--- src/rtl/secded_pkg.sv ---
package secded_pkg;

  typedef enum logic [1:0] {
    ST_CLEAN = 2'd0,
    ST_FIXED = 2'd1,
    ST_FATAL = 2'd2
  } dec_status_e;

  // A codeword position is a check-bit slot when it is a power of two.
  function automatic bit is_pow2(input int p);
    return (p > 0) && ((p & (p - 1)) == 0);
  endfunction

  // Index of the data bit stored at a non-power-of-two position p.
  function automatic int data_index(input int p);
    return p - $clog2(p + 1) - 1;
  endfunction

endpackage

--- src/rtl/secded_chk.sv ---
module secded_chk #(
  parameter int CHK_W = 3,
  localparam int CODE_W = 1 << CHK_W,
  localparam int DATA_W = CODE_W - 1 - CHK_W
) (
  input  logic [DATA_W-1:0] data_i,
  output logic [CHK_W-1:0]  chk_o
);
  import secded_pkg::*;

  // Coverage mask of check bit k over the data vector.
  function automatic logic [DATA_W-1:0] cover_mask(input int k);
    logic [DATA_W-1:0] m;
    m = '0;
    for (int p = 1; p < CODE_W; p++) begin
      if (!is_pow2(p) && (((p >> k) & 1) == 1)) m[data_index(p)] = 1'b1;
    end
    return m;
  endfunction

  for (genvar k = 0; k < CHK_W; k++) begin : g_chk
    localparam logic [DATA_W-1:0] MASK = cover_mask(k);
    assign chk_o[k] = ^(data_i & MASK);
  end

endmodule

--- src/rtl/secded_enc.sv ---
module secded_enc #(
  parameter int CHK_W = 3,
  localparam int CODE_W = 1 << CHK_W,
  localparam int DATA_W = CODE_W - 1 - CHK_W
) (
  input  logic [DATA_W-1:0] data_i,
  output logic [CODE_W-1:0] code_o
);
  import secded_pkg::*;

  logic [CHK_W-1:0]  chk;
  logic [CODE_W-2:0] body;

  secded_chk #(.CHK_W(CHK_W)) u_chk (
    .data_i (data_i),
    .chk_o  (chk)
  );

  // Interleave check bits at power-of-two positions and data elsewhere.
  for (genvar p = 1; p < CODE_W; p++) begin : g_place
    if (is_pow2(p)) begin : g_c
      assign body[p-1] = chk[$clog2(p)];
    end else begin : g_d
      assign body[p-1] = data_i[data_index(p)];
    end
  end

  assign code_o = {^body, body};

endmodule

--- src/rtl/secded_dec.sv ---
module secded_dec #(
  parameter int CHK_W = 3,
  localparam int CODE_W = 1 << CHK_W,
  localparam int DATA_W = CODE_W - 1 - CHK_W
) (
  input  logic [CODE_W-1:0]        code_i,
  output logic [DATA_W-1:0]        data_o,
  output logic [CHK_W-1:0]         syn_o,
  output secded_pkg::dec_status_e  status_o
);
  import secded_pkg::*;

  logic [DATA_W-1:0] raw;
  logic [CHK_W-1:0]  stored;
  logic [CHK_W-1:0]  recomputed;
  logic [DATA_W-1:0] flip;
  logic              par_bad;
  logic              syn_nz;
  logic              fix_en;

  // Split the received word into its data and check fields.
  for (genvar p = 1; p < CODE_W; p++) begin : g_split
    if (is_pow2(p)) begin : g_c
      assign stored[$clog2(p)] = code_i[p-1];
    end else begin : g_d
      assign raw[data_index(p)] = code_i[p-1];
    end
  end

  secded_chk #(.CHK_W(CHK_W)) u_chk (
    .data_i (raw),
    .chk_o  (recomputed)
  );

  assign syn_o   = stored ^ recomputed;
  assign par_bad = ^code_i;
  assign syn_nz  = |syn_o;
  assign fix_en  = syn_nz && par_bad;

  // Only data positions matter for the output; a check-bit hit changes nothing.
  for (genvar p = 1; p < CODE_W; p++) begin : g_flip
    if (!is_pow2(p)) begin : g_d
      assign flip[data_index(p)] = fix_en && (syn_o == CHK_W'(p));
    end
  end

  assign data_o = raw ^ flip;

  always_comb begin
    if (!syn_nz && !par_bad) status_o = ST_CLEAN;
    else if (par_bad)        status_o = ST_FIXED;
    else                     status_o = ST_FATAL;
  end

endmodule

--- src/rtl/secded_stage.sv ---
module secded_stage #(
  parameter int W   = 8,
  parameter bit REG = 1'b1
) (
  input  logic         clk,
  input  logic         rst,
  input  logic         valid_i,
  input  logic [W-1:0] bits_i,
  output logic         valid_o,
  output logic [W-1:0] bits_o
);

  if (REG) begin : g_reg
    logic         v_q;
    logic [W-1:0] b_q;
    always_ff @(posedge clk) begin
      if (rst) begin
        v_q <= 1'b0;
        b_q <= '0;
      end else begin
        v_q <= valid_i;
        if (valid_i) b_q <= bits_i;
      end
    end
    assign valid_o = v_q;
    assign bits_o  = b_q;
  end else begin : g_wire
    assign valid_o = valid_i;
    assign bits_o  = bits_i;
  end

endmodule

--- src/rtl/sec_ded_codec.sv ---
module sec_ded_codec #(
  parameter int CHK_W   = 3,
  parameter bit REG_OUT = 1'b1,
  localparam int CODE_W = 1 << CHK_W,
  localparam int DATA_W = CODE_W - 1 - CHK_W
) (
  input  logic              clk,
  input  logic              rst,
  input  logic              enc_valid_i,
  input  logic [DATA_W-1:0] enc_data_i,
  output logic              enc_valid_o,
  output logic [CODE_W-1:0] enc_code_o,
  input  logic              dec_valid_i,
  input  logic [CODE_W-1:0] dec_code_i,
  output logic              dec_valid_o,
  output logic [DATA_W-1:0] dec_data_o,
  output logic [CHK_W-1:0]  dec_syndrome_o,
  output logic              dec_ok_o,
  output logic              dec_fixed_o,
  output logic              dec_fatal_o
);
  import secded_pkg::*;

  localparam int DEC_W = DATA_W + CHK_W + 2;

  logic [CODE_W-1:0] enc_code;
  logic [DATA_W-1:0] dec_data;
  logic [CHK_W-1:0]  dec_syn;
  dec_status_e       dec_stat;
  logic [DEC_W-1:0]  dec_bits_q;
  logic [1:0]        stat_q;

  secded_enc #(.CHK_W(CHK_W)) u_enc (
    .data_i (enc_data_i),
    .code_o (enc_code)
  );

  secded_dec #(.CHK_W(CHK_W)) u_dec (
    .code_i   (dec_code_i),
    .data_o   (dec_data),
    .syn_o    (dec_syn),
    .status_o (dec_stat)
  );

  secded_stage #(.W(CODE_W), .REG(REG_OUT)) u_enc_stage (
    .clk     (clk),
    .rst     (rst),
    .valid_i (enc_valid_i),
    .bits_i  (enc_code),
    .valid_o (enc_valid_o),
    .bits_o  (enc_code_o)
  );

  secded_stage #(.W(DEC_W), .REG(REG_OUT)) u_dec_stage (
    .clk     (clk),
    .rst     (rst),
    .valid_i (dec_valid_i),
    .bits_i  ({dec_data, dec_syn, dec_stat}),
    .valid_o (dec_valid_o),
    .bits_o  (dec_bits_q)
  );

  assign {dec_data_o, dec_syndrome_o, stat_q} = dec_bits_q;

  assign dec_ok_o    = dec_valid_o && (stat_q == ST_CLEAN);
  assign dec_fixed_o = dec_valid_o && (stat_q == ST_FIXED);
  assign dec_fatal_o = dec_valid_o && (stat_q == ST_FATAL);

endmodule

--- config.mk ---
export PLATFORM = sky130hd
export DESIGN_NAME = sec_ded_codec
export DESIGN_NICKNAME = d
export VERILOG_FILES = /design/src/rtl/secded_pkg.sv /design/src/rtl/secded_chk.sv /design/src/rtl/secded_enc.sv /design/src/rtl/secded_dec.sv /design/src/rtl/secded_stage.sv /design/src/rtl/sec_ded_codec.sv
export SDC_FILE = /design/constraint.sdc
export NUM_CORES = 1
export LEC_CHECK = 0
export BUFFER_PORTS_ARGS = -buffer_cell sky130_fd_sc_hd__buf_2
export CORE_MARGIN = 5
export CORE_UTILIZATION = 45
export DETAILED_ROUTE_END_ITERATION = 16
export GPL_TIMING_DRIVEN = 0
export HOLD_SLACK_MARGIN = 0.05
export PLACE_DENSITY_LB_ADDON = 0.08
export SLEW_MARGIN = 20
export SYNTH_ARGS = -nofsm -noshare
export SYNTH_HDL_FRONTEND = slang
export SYNTH_HIERARCHICAL = 1
export SYNTH_SLANG_ARGS = --single-unit
--- constraint.sdc ---
create_clock -name clk -period 1.6 [get_ports clk]
set_input_delay 0.08 -clock clk [delete_from_list [all_inputs] [get_ports clk]]
set_output_delay 0.08 -clock clk [all_outputs]
set_load 0.02 [all_outputs]
**Yosys cells after proc, flatten, opt, wreduce, memory -nomap -nowiden**

Index checks and enable logic that the tools add are counted.

- Output and inout port bits: 20
- Register bits: 19
- Input port bits: 16

- Muxes and demuxes: 2
- Eq/ne operators: 6
- Bitwise gates (word level): 2
- Reduce and logical (&&, ||, !) cells: 21

Operator list:

| operator | count |
|---|---|
| XOR reduction 4 bit | 6 |
| == test 3 bit (second input constant) | 3 |
| logical AND 1 bit | 9 |
| XOR reduction 8 bit | 1 |
| XOR reduction 7 bit | 1 |
| 2-to-1 mux 2 bit | 2 |
| bitwise XOR 4 bit | 1 |
| == test 3 x 2 -> 1 bit (second input constant) | 1 |
| OR reduction 3 bit | 1 |
| bitwise XOR 3 bit | 1 |
| == test 2 x 1 -> 1 bit (second input constant) | 1 |
| == test 2 bit (second input constant) | 1 |
| zero test 1 bit | 2 |
| zero test 2 bit | 1 |

**Logic depth before layout (Yosys ltp)**

Gate-level depths: netlist of the first run.

- Depth in word-level cells: 6
- Gate-level depth with buffers: 7

**Cells and area by module**

Netlist of the first run, hierarchy kept.

By module, submodules not included:

| module | seq. area each (um^2) | area an instance (um^2) | cells an instance | instances |
|---|---|---|---|---|
| secded_stage (u_dec_stage) | 200.2 | 346.6 | 31 | 1 |
| secded_stage (u_enc_stage) | 180.2 | 312.8 | 28 | 1 |
| secded_dec | 0.0 | 172.7 | 22 | 1 |
| secded_chk | 0.0 | 71.3 | 3 | 2 |
| secded_enc | 0.0 | 92.6 | 8 | 1 |
| sec_ded_codec | 0.0 | 30.0 | 3 | 1 |

**Least setup slack after synthesis of the first run**

Ideal clock, no wire load.

- Path type: input -> register
- Start point: input enc_data_i[0]
- End point: register u_enc_stage.g_reg.b_q[7], in the netlist u_enc_stage/bits_o[7]
- Library setup time: 0.117 ns
- Cell stages on the path: 5
- Buffers on the path: 0
- Slack: 0.275 ns
- Arrival: 1.207 ns
- Cells stage by stage: xor3_1 xnor3_1 xnor3_1 mux2i_1 nor2_1

- Word-level cells in the longest chain between the ends: 2
- Elaborated cells on any way between the ends: 3

Ends and longest elaborated chain:

| element | RTL line | text |
|---|---|---|
| from (decl) | sec_ded_codec.sv:10 | `input logic [DATA_W-1:0] enc_data_i,` |
| XOR reduction 4 bit | secded_chk.sv:23 | `assign chk_o[k] = ^(data_i & MASK);` |
| XOR reduction 7 bit (*) | secded_enc.sv:28 | `assign code_o = {^body, body};` |
| named net enc_code[7] | sec_ded_codec.sv:26 | `logic [CODE_W-1:0] enc_code;` |
| to (signal assigned) | secded_stage.sv:22 | `if (valid_i) b_q <= bits_i;` |
| to (decl) | secded_stage.sv:15 | `logic [W-1:0] b_q;` |

The timed path passes the listed nets; every way through them passes the cells marked *.
A chain may end at the register's enable or synchronous reset.

**Worst setup path after layout of the first run**

- Start point: input dec_code_i[2]
- End point: register u_dec_stage.g_reg.b_q[8], in the netlist u_dec_stage/bits_o[8]

- Word-level cells in the longest chain between the ends: 6
- Elaborated cells on any way between the ends: 9

Ends and longest elaborated chain:

| element | RTL line | text |
|---|---|---|
| from (decl) | sec_ded_codec.sv:14 | `input logic [CODE_W-1:0] dec_code_i,` |
| XOR reduction 4 bit (*) | secded_chk.sv:23 |  |
| named net u_dec.recomputed[1] | secded_dec.sv:15 | `logic [CHK_W-1:0] recomputed;` |
| bitwise XOR 3 bit (*) | secded_dec.sv:35 | `assign syn_o = stored ^ recomputed;` |
| named net dec_syn[1] | sec_ded_codec.sv:28 | `logic [CHK_W-1:0] dec_syn;` |
| OR reduction 3 bit | secded_dec.sv:37 | `assign syn_nz = \|syn_o;` |
| logical AND 1 bit | secded_dec.sv:38 | `assign fix_en = syn_nz && par_bad;` |
| logical AND 1 bit (*) | secded_dec.sv:43 | `assign flip[data_index(p)] = fix_en && (syn_o == CHK_W'(p));` |
| bitwise XOR 4 bit (*) | secded_dec.sv:47 | `assign data_o = raw ^ flip;` |
| named net dec_data[3] | sec_ded_codec.sv:27 | `logic [DATA_W-1:0] dec_data;` |
| to (signal assigned) | secded_stage.sv:22 |  |
| to (decl) | secded_stage.sv:15 |  |

Marked as above.

==> results of run 1 <==
-- logic make-up after synthesis --
| logic type | count (synthesis) | synth area share, % |
|---|---|---|
| AOI/OAI and AO/OA | 1 | 0.570 |
| xor gates and xnor gates | 24 | 30.6 |
| buffers and inverters | 11 | 6.73 |
| DFF | 19 | 34.7 |
| muxes | 17 | 15.5 |
| and+or+nand+nor | 26 | 12.0 |
-- cell usage in the layout (no fill, tap or decap), drive strengths merged --
cell,instances
clkinv,1
nor3b,1
clkbuf,5
dfxtp,19
nor2b,2
inv,3
xnor3,2
buf,38
and3b,2
xnor2,15
mux2i,17
nand4,4
a31oi,1
nor2,17
xor3,6
xor2,1
-- final cells by class --
type | count | area, sq um | area share [%]
plain buffers | 8 | 62.6 | 4.74
clock buffers | 3 | 22.5 | 1.71
clock inverters | 1 | 5.00 | 0.379
inverters | 3 | 11.3 | 0.853
multi-input cells | 68 | 643 | 48.7
flip-flops and latches | 19 | 380 | 28.8
well taps | 28 | 35.0 | 2.65
repair buffers | 32 | 160 | 12.1
-- routing by layer --
metal	vias up	track usage (%)
met4	0	3.88
met1	335	17.4
met5	-	0
met2	24	17.9
li1	400	-
met3	2	3.27
-- power by group --
part / internal, mW / switching, mW
Clock: 0.0929 / 0.151
Sequential: 0.524 / 0.0279
Combinational: 0.240 / 0.244
Total: 0.857 / 0.423
-- state kept, by name (all words and copies together), names as in the netlist --
name	cells
u_dec_stage/bits_o	9
u_dec_stage/valid_o	1
u_enc_stage/bits_o	8
u_enc_stage/valid_o	1
-- final timing paths --
check	startpoint	to	slack, ns	cells after the start
worst max-delay path	dec_code_i[2]	u_dec_stage/bits_o[8]	0.32	8
worst min register to register	u_dec_stage/bits_o[4]	u_dec_stage/bits_o[4]	0.50	2
worst max register to register	u_dec_stage/bits_o[0]	u_dec_stage/bits_o[0]	0.95	2
worst min-delay path	rst	u_dec_stage/bits_o[4]	0.08	2
-- per-stage QoR --
step / setup WS (ns) / instances / util [%]
after global routing: 0.116 / 162 / 58.0
after global placement: 0.0444 / 158 / 56.8
final: 0.319 / 162 / 58.0
after CTS: 0.320 / 162 / 58.0
after floorplan: 0.275 / 98 / -
after detailed placement: -0.00364 / 158 / 56.8
==> metrics.txt, run 1 <==
run status=completed; max layer used=met4; Final Skew=0 ns; total wire length=approximately 2100 um; list of most frequent post-synthesis cells=dfxtp_1, mux2i_1, nor2_1; worst slew margin relative to its limit=80.0%; final instance area=about 0.0013 sq mm; GP Congestion=roughly 0.73; worst vdd ir=0.653 mV; Area contributors post-synth=dfxtp_1, mux2i_1, xor3_1, xnor2_1, nor2_1; Inserted Diodes=0; Worst-Skew Late Latency=~0.29 ns; Detail Placement HPWL=roughly 1700 um; count leader, synth=dfxtp_1; global-route usage over all layers=about an eighth; count of hold-fix buffers inserted at cts=0; cell breakdown of the critical path=buf_2, xor3_1, xnor2_1, inv_1, nand4_1, xnor2_1, mux2i_1, nor2_1; Slowest-stage cell, CP=xor3_1; Startpoint Class=input port; RSZ-0062 raised after global routing=no; number of violations of the max-capacitance limit=0; fraction of registers with async set/reset=0%; post-route setup TNS=0 ns; Final Total Pwr=between 1 and 1.5 mW; cell occurring most often along the worst timing path=xnor2_1; via count=761; placed cell area=around 0.0013 sq mm; wire length of the first global-routing pass=3310 um; Post-CTS Setup Bufs=0; number of max-slew violations in the final report=0; kind of cell adding the most delay to the critical path=XOR/XNOR gates; GRT Residual Overflow=0; EDFF count, synth=0; number of library cell types mapped by synthesis=17; drc violations=0; number of buffers on the longest clock path=2; sequential share of the synthesized area=between 30% and 40%; initial antenna violation count=0; Die Wd=59.4 um; clk slew on worst S/H paths=0.12 ns; count of final setup violators=0; wire length on met1=1030 um; share of post-route cells with drive strength above 1=~34%; Via-to-Cell Ratio=between 4 and 5; cells resized by post-CTS repair=0; met3 layer wire length in the routed design=158 um; number of nets at the end of the flow=151; Crit Path Category=input port to register; H-tree lvl count=1; worst stage delay on the critical path=0.45 ns; Post-Synthesis Cells=slightly below 100; initial core utilization=roughly half; buffering stage count on the worst path with inverters included=2; number of design-rule violations left by the first detailed-router iteration=3; final hold violation count=0; Clock Root Buffer=clkbuf_4; via count of the first global-routing pass=between 700 and 800; biggest area consumer among synthesized cells=dfxtp_1; fmax=0.780 GHz; flops & latches, synth=19; post-synth net total=~110; routed wire length on met2=845 um; Filler Cell Count=208; Yosys warning total=6; final worst hold slack=0.0825 ns; area enclosed by the die boundary=~0.0035 sq mm; antenna-violating nets left=0; Die Height=59.4 um; count of pins on the block boundary=36; pin count of the biggest net entering global routing=12; Core Region=between 0.002 and 0.0025 sq mm; crit end category=register; Cell Area, Synth=between 0.001 and 0.0015 sq mm; pwr dens=970 mW/mm^2; growth of design area from synthesis to finish=20.3%; minimum clock period after layout=approximately 1.3 ns; area share of the largest cell type after synthesis=roughly 35%; 1st-pass router iterations=4; total number of clock tree sinks=19; most frequently used flop master after synthesis=dfxtp_1; worst endpoint required time=1.79 ns; Post-Synthesis Mean Instance Area=between 10 and 15 sq um; total leakage power=0.702 nW; row count=17; biggest fanout along the worst timing path=4; data arrival time at the worst-slack endpoint=between 1 and 1.5 ns; number of buffers inserted during clock tree synthesis=3; Tcrit/Tclk final=~80%; worst min-delay path class=input port to register; average wire per standard cell=roughly 13 um; number of input and output port buffers inserted=32; clock tree from TritonCTS=built; Slew @ Worst Pin=0.299 ns
Power figures use the tool's default switching activity.
==> run 2, diff against run 1 <==
CORE_UTILIZATION = 44   (was 45)
clock period = 1.1 ns   (was 1.6 ns; I/O delays follow)
==> run 2 against run 1 <==
Compared with the run above:
- the flow now finishes with violations (negative setup slack)
- clock power grew 48%
- total power rose by 59%
- routed wire length increased by 13%
- sequential share of layout area shrank 4.4 points
- flip-flop and latch count is the same
- utilization up 6.5 points
- non-clock buffer count is 11 higher
- via count grew 8.4%
- global-route usage is 0.55 points higher
- cell area rose by 19%
- first-iteration DRC count grew to 9.0 times the previous value
- critical endpoint is now u_dec_stage/bits_o[6]
==> metrics.txt, run 2 (synthesized netlist as in run 1, its figures left out) <==
number of nets at the end of the flow=about 160; internal power component=1.38 mW; number of max-slew violations in the final report=0; via count=roughly 830; final worst setup slack=-0.0361 ns; number of cells in the design after placement=between 150 and 200; clk slew on worst S/H paths=about 0.11 ns; worst reg-to-reg path cell count=2; placed cell area=roughly 0.0013 sq mm; worst min-delay path class=input port to register; row count=18; busiest grt layer=met2; GRT Residual Overflow=0; drc violations=0; Tcrit/Tclk final=103%; RSZ-0062 raised after global routing=yes; total leakage power=roughly 0.8 nW; Clock Root Buffer=clkbuf_4; Clk pwr share=between 15 and 20%; highest-count cells in the layout ignoring fill and taps=buf_2, buf_4, mux2i_1, nor2_1, dfxtp_1; switching power share of the total=about a third; pin count of the biggest net entering global routing=11; switching power total=around 660 uW; initial antenna violation count=0; final instance area=~0.0016 sq mm; Core Region=around 0.0024 sq mm; area enclosed by the die boundary=between 0.003 and 0.004 sq mm; initial core utilization=a little under half; number of design-rule violations left by the first detailed-router iteration=27; pwr dens=1300 mW/mm^2; growth of design area from synthesis to finish=42.9%; global-route usage over all layers=12.8%; run status=complete, but fails checks; count of final setup violators=4; via count of the first global-routing pass=a little under 800; Startpoint Class=input port; number of flip-flops under the largest register name=9; destination of the critical timing path=u_dec_stage/bits_o[6]; minimum clock period after layout=1.14 ns; Die Height=approximately 60 um; Final Skew=0 ns; worst slew margin relative to its limit=between 80% and 90%; number of input and output port buffers inserted=32; flop-to-flop setup slack=0.47 ns; Register Area=383 sq um; 1st-pass router iterations=4; Slew @ Worst Pin=about 0.29 ns; fmax=just under 0.9 GHz; share of post-route cells with drive strength above 1=44.8%; most common cell after layout, fill and taps aside=buf_2; end of the worst register-to-register path=u_enc_stage/bits_o[0]; M3 GR Usage=approximately 3.2%; crit end category=register; Crit Path Category=input port to register; biggest fanout along the worst timing path=5; GP Congestion=approximately 0.77; portion of total power attributed to combinational logic=between 40% and 50%; fraction of met1 tracks used by global routing=18.2%; sequential share of power=39.6%; clock tree from TritonCTS=built; worst vdd ir=0.678 mV; Filler Cell Count=roughly 190; final hold violation count=0; wire length of the first global-routing pass=~3500 um; number of violations of the max-capacitance limit=0; violated checks=negative setup slack; Inserted Diodes=0; total wire length=approximately 2300 um; worst endpoint required time=approximately 1.3 ns; Die Wd=around 60 um; number of buffers on the longest clock path=2; met2 Resource Use GR=18.5%; post-route non-filler standard cell count=about 180; startpoint of the most critical register-to-register path=u_enc_stage/bits_o[0]; data arrival time at the worst-slack endpoint=approximately 1.3 ns; multi-input combinational cell area=a little over 700 sq um; Detail Placement HPWL=1530 um; Critical path origin=dec_code_i[6]; antenna-violating nets left=0; average wire per standard cell=around 13 um; Worst-Skew Late Latency=roughly 0.30 ns; H-tree lvl count=1; count of pins on the block boundary=36; number of buffers inserted during clock tree synthesis=3; Via-to-Cell Ratio=about 4.7; total number of clock tree sinks=19
-- run 2: final cells by class --
cell class / instances / area share [%]
multi-input combinational: 68 / 45.8
sequential: 19 / 24.4
timing repair buffer: 43 / 21.0
buffer: 8 / 3.99
tap: 30 / 2.39
clock buffer: 4 / 1.68
inverter: 3 / 0.718
-- run 2: per-stage QoR --
stage          hold WS [ns]  util (%)  TNS [ns]  total power [mW]  setup slack (ns)
6_report             0.0601      64.5   -0.0737              2.04           -0.0361
5_1_grt              0.0592      64.5    -0.600              2.17            -0.146
4_1_cts              0.0621      60.0         0              1.99          0.000374
3_5_place_dp          0.361      53.2     -2.94              1.52            -0.421
3_3_place_gp          0.356      53.2     -2.72              1.51            -0.394
2_1_floorplan         0.284         -    -0.658              1.35            -0.171
-- run 2: repair_timing --
item / CTS / global route
setup endpoints to repair: 7 / 8
hold endpoints to repair: 5 / 0
pin swaps: 13 / 14
resized for setup: 20 / 22
setup buffers: 5 / 3
hold buffers: 3 / 0
-- run 2: how the worst min path moves through the flow --
stage / slack, ns / to / depth (start not counted) / start
detailed placement: 0.36 / u_enc_stage/valid_o / 2 / enc_valid_i
CTS: 0.06 / u_dec_stage/bits_o[1] / 2 / rst
floorplan: 0.28 / u_enc_stage/bits_o[2] / 3 / enc_data_i[0]
global placement: 0.36 / u_enc_stage/valid_o / 2 / enc_valid_i
global route: 0.06 / u_dec_stage/bits_o[6] / 2 / rst
finish: 0.06 / u_dec_stage/bits_o[5] / 2 / rst
-- run 2: routing by layer --
metal	wire length, um	share of wire (%)
met4	19	0.82
met3	167	7.2
met2	1110	48
met1	1030	44
met5	0	0
-- run 2: critical path, stage by stage --
cell	delay, ns
buf_12	0.11
xor2_1	0.19
xnor2_1	0.14
xnor2_2	0.30
nand4_1	0.17
xnor2_1	0.17
mux2i_1	0.14
nor2_1	0.06
-- run 2: power by group through the flow --
stage          Sequential (mW)  Combinational [mW]  Clock (mW)
6_report                 0.806               0.871       0.360
3_5_place_dp             0.819               0.698           0
5_1_grt                  0.816               0.950       0.402
2_1_floorplan            0.891               0.454           0
4_1_cts                  0.805               0.810       0.378
3_3_place_gp             0.817               0.689           0
==> run 3, diff against run 2 <==
PLACE_DENSITY = 0.83   (was default)
PLACE_DENSITY_LB_ADDON = default   (was 0.08)
==> run 3 against run 2 <==
Compared with the run above:
- the flow still finishes with violations (negative setup slack)
- global-route usage about the same
- setup slack improved by 0.014 ns
- largest power group unchanged
- largest cell class unchanged
- die area unchanged
- utilization is 1.9 points lower
- highest routed layer is now met3
- routed wire length is 5.0% lower
- clock power is 1% lower
- critical path depth is 2 lower
- count of clock-buffer cells in the layout shrank 1
==> metrics.txt, run 3 (synthesized netlist as in run 1, its figures left out) <==
share of post-route cells with drive strength above 1=between 40% and 50%; Slew @ Worst Pin=between 0.2 and 0.3 ns; count of final setup violators=4; wire length of the first global-routing pass=roughly 3500 um; antenna-violating nets left=0; number of buffers inserted during clock tree synthesis=3; worst endpoint required time=between 1 and 1.5 ns; pre-CTS setup slack=-0.475 ns; highest-count cells in the layout ignoring fill and taps=buf_2, mux2i_1, nor2_1; Filler Cell Count=around 210; Via-to-Cell Ratio=about 4.7; Worst Min Path Start=enc_data_i[3]; average wire per standard cell=~13 um; clock tree from TritonCTS=built; 1st-pass router iterations=3; number of buffers on the longest clock path=2; number of flip-flops under the largest register name=9; pin count of the biggest net entering global routing=13; Startpoint Class=input port; Die Height=59.9 um; pwr dens=between 1000 and 1500 mW/mm^2; total number of clock tree sinks=19; Final Total Pwr=between 2 and 2.5 mW; Slowest-stage cell, CP=xor3_1; Final Skew=0 ns; crit end category=register; worst vdd ir=approximately 0.84 mV; cell breakdown of the critical path=buf_8, xor3_1, xnor2_1, xnor3_1, mux2i_1, nor2_1; final hold violation count=0; data arrival time at the worst-slack endpoint=around 1.3 ns; Worst-Skew Late Latency=roughly 0.30 ns; minimum clock period after layout=between 1 and 1.5 ns; buffering stage count on the worst path with inverters included=1; total wire length=between 2000 and 2500 um; Tcrit/Tclk final=102%; Crit Path Category=input port to register; initial antenna violation count=0; Critical path origin=enc_data_i[1]; global-route usage over all layers=between 10 and 15%; Inserted Diodes=0; via count=816; biggest fanout along the worst timing path=3; GP Congestion=between 0.8 and 0.9; number of violations of the max-capacitance limit=0; clk slew on worst S/H paths=between 0.1 and 0.15 ns; final worst setup slack=-0.0221 ns; destination of the critical timing path=u_enc_stage/bits_o[7]; number of nets at the end of the flow=about 160; Die Wd=59.9 um; most common cell after layout, fill and taps aside=buf_2; row count=18; area enclosed by the die boundary=between 0.003 and 0.004 sq mm; growth of design area from synthesis to finish=38.8%; drc violations=0; count of pins on the block boundary=36; utilization after layout=62.6%; logic depth of the worst path, buffers included=6; end of the worst register-to-register path=u_dec_stage/bits_o[1]; Detail Placement HPWL=roughly 1700 um; kind of cell adding the most delay to the critical path=XOR/XNOR gates; startpoint of the most critical register-to-register path=u_dec_stage/bits_o[1]; worst stage delay on the critical path=~0.43 ns; worst min-delay path class=input port to register; worst reg-to-reg path cell count=2; H-tree lvl count=1; placed cell area=~0.0013 sq mm; RSZ-0062 raised after global routing=yes; worst slew margin relative to its limit=82.0%; violated checks=negative setup slack; final instance area=between 0.0015 and 0.002 sq mm; Clock Root Buffer=clkbuf_4; run status=complete, but fails checks; number of input and output port buffers inserted=32; number of design-rule violations left by the first detailed-router iteration=17; fmax=about 0.89 GHz; total leakage power=0.795 nW; flop-to-flop setup slack=around 0.45 ns; via count of the first global-routing pass=between 800 and 900; GRT Residual Overflow=0; final worst hold slack=roughly 0.12 ns; Core Region=~0.0024 sq mm; initial core utilization=45.1%; number of max-slew violations in the final report=0
==> run 3: cell count changes in the layout (fill, tap and decap cells not counted), sizes merged <==
cell and delta:
buf -1, clkbuf -1, clkinvlp +1
==> run 3: report_power, final <==
group	leakage (nW)	total (mW)	switching, mW	internal (mW)
clock	0.0139	0.355	0.217	0.138
sequential	0.158	0.810	0.0428	0.767
combinational	0.622	0.840	0.390	0.450
total	0.795	2.00	0.649	1.36
==> run 3: worst min-delay path by stage <==
| stage | to | slack [ns] | depth (start not counted) |
|---|---|---|---|
| after floorplan | u_enc_stage/bits_o[2] | 0.28 | 3 |
| after global placement | u_enc_stage/valid_o | 0.36 | 2 |
| after detailed placement | u_enc_stage/bits_o[2] | 0.36 | 2 |
| after CTS | u_enc_stage/bits_o[6] | 0.11 | 4 |
| after global routing | u_enc_stage/bits_o[6] | 0.12 | 4 |
| final | u_enc_stage/bits_o[6] | 0.12 | 4 |
==> run 3: area by class of cell <==
cell class	instances	area, sq um	share of cell area (%)
multi-input combinational	68	688	45.2
sequential	19	387	25.4
inverter	3	11.3	0.740
timing repair buffer	42	307	20.1
buffer	8	62.6	4.11
clock buffer	3	22.5	1.48
clock inverter	1	7.51	0.493
tap	30	37.5	2.47
==> run 3: stage by stage <==
step           instances  setup TNS (ns)
3_3_place_gp         160           -2.74
4_1_cts              172         -0.0336
5_1_grt              174          -0.431
2_1_floorplan         98          -0.658
6_report             174         -0.0643
3_5_place_dp         160           -3.21
==> run 3: worst register-to-register path, cell delays in order, from the launching register on <==
cell and delay [ns]:
dfxtp_4 0.37, mux2i_1 0.13, nor2_1 0.05
==> run 3: per-layer routing <==
metal,vias to the layer above,routed length [um],track usage (%)
met3,0,172,3.46
li1,418,-,-
met1,371,880,13.1
met4,0,0,5.06
met2,27,1160,24.1
met5,-,0,0
==> run 3: repair_timing <==
action                                  CTS  global route
pin swaps                                11            15
hold buffers                              3             0
hold endpoints to repair                 17             0
setup buffers                             5             2
gates resized for setup                  17            18
endpoints found under the setup margin    7             9
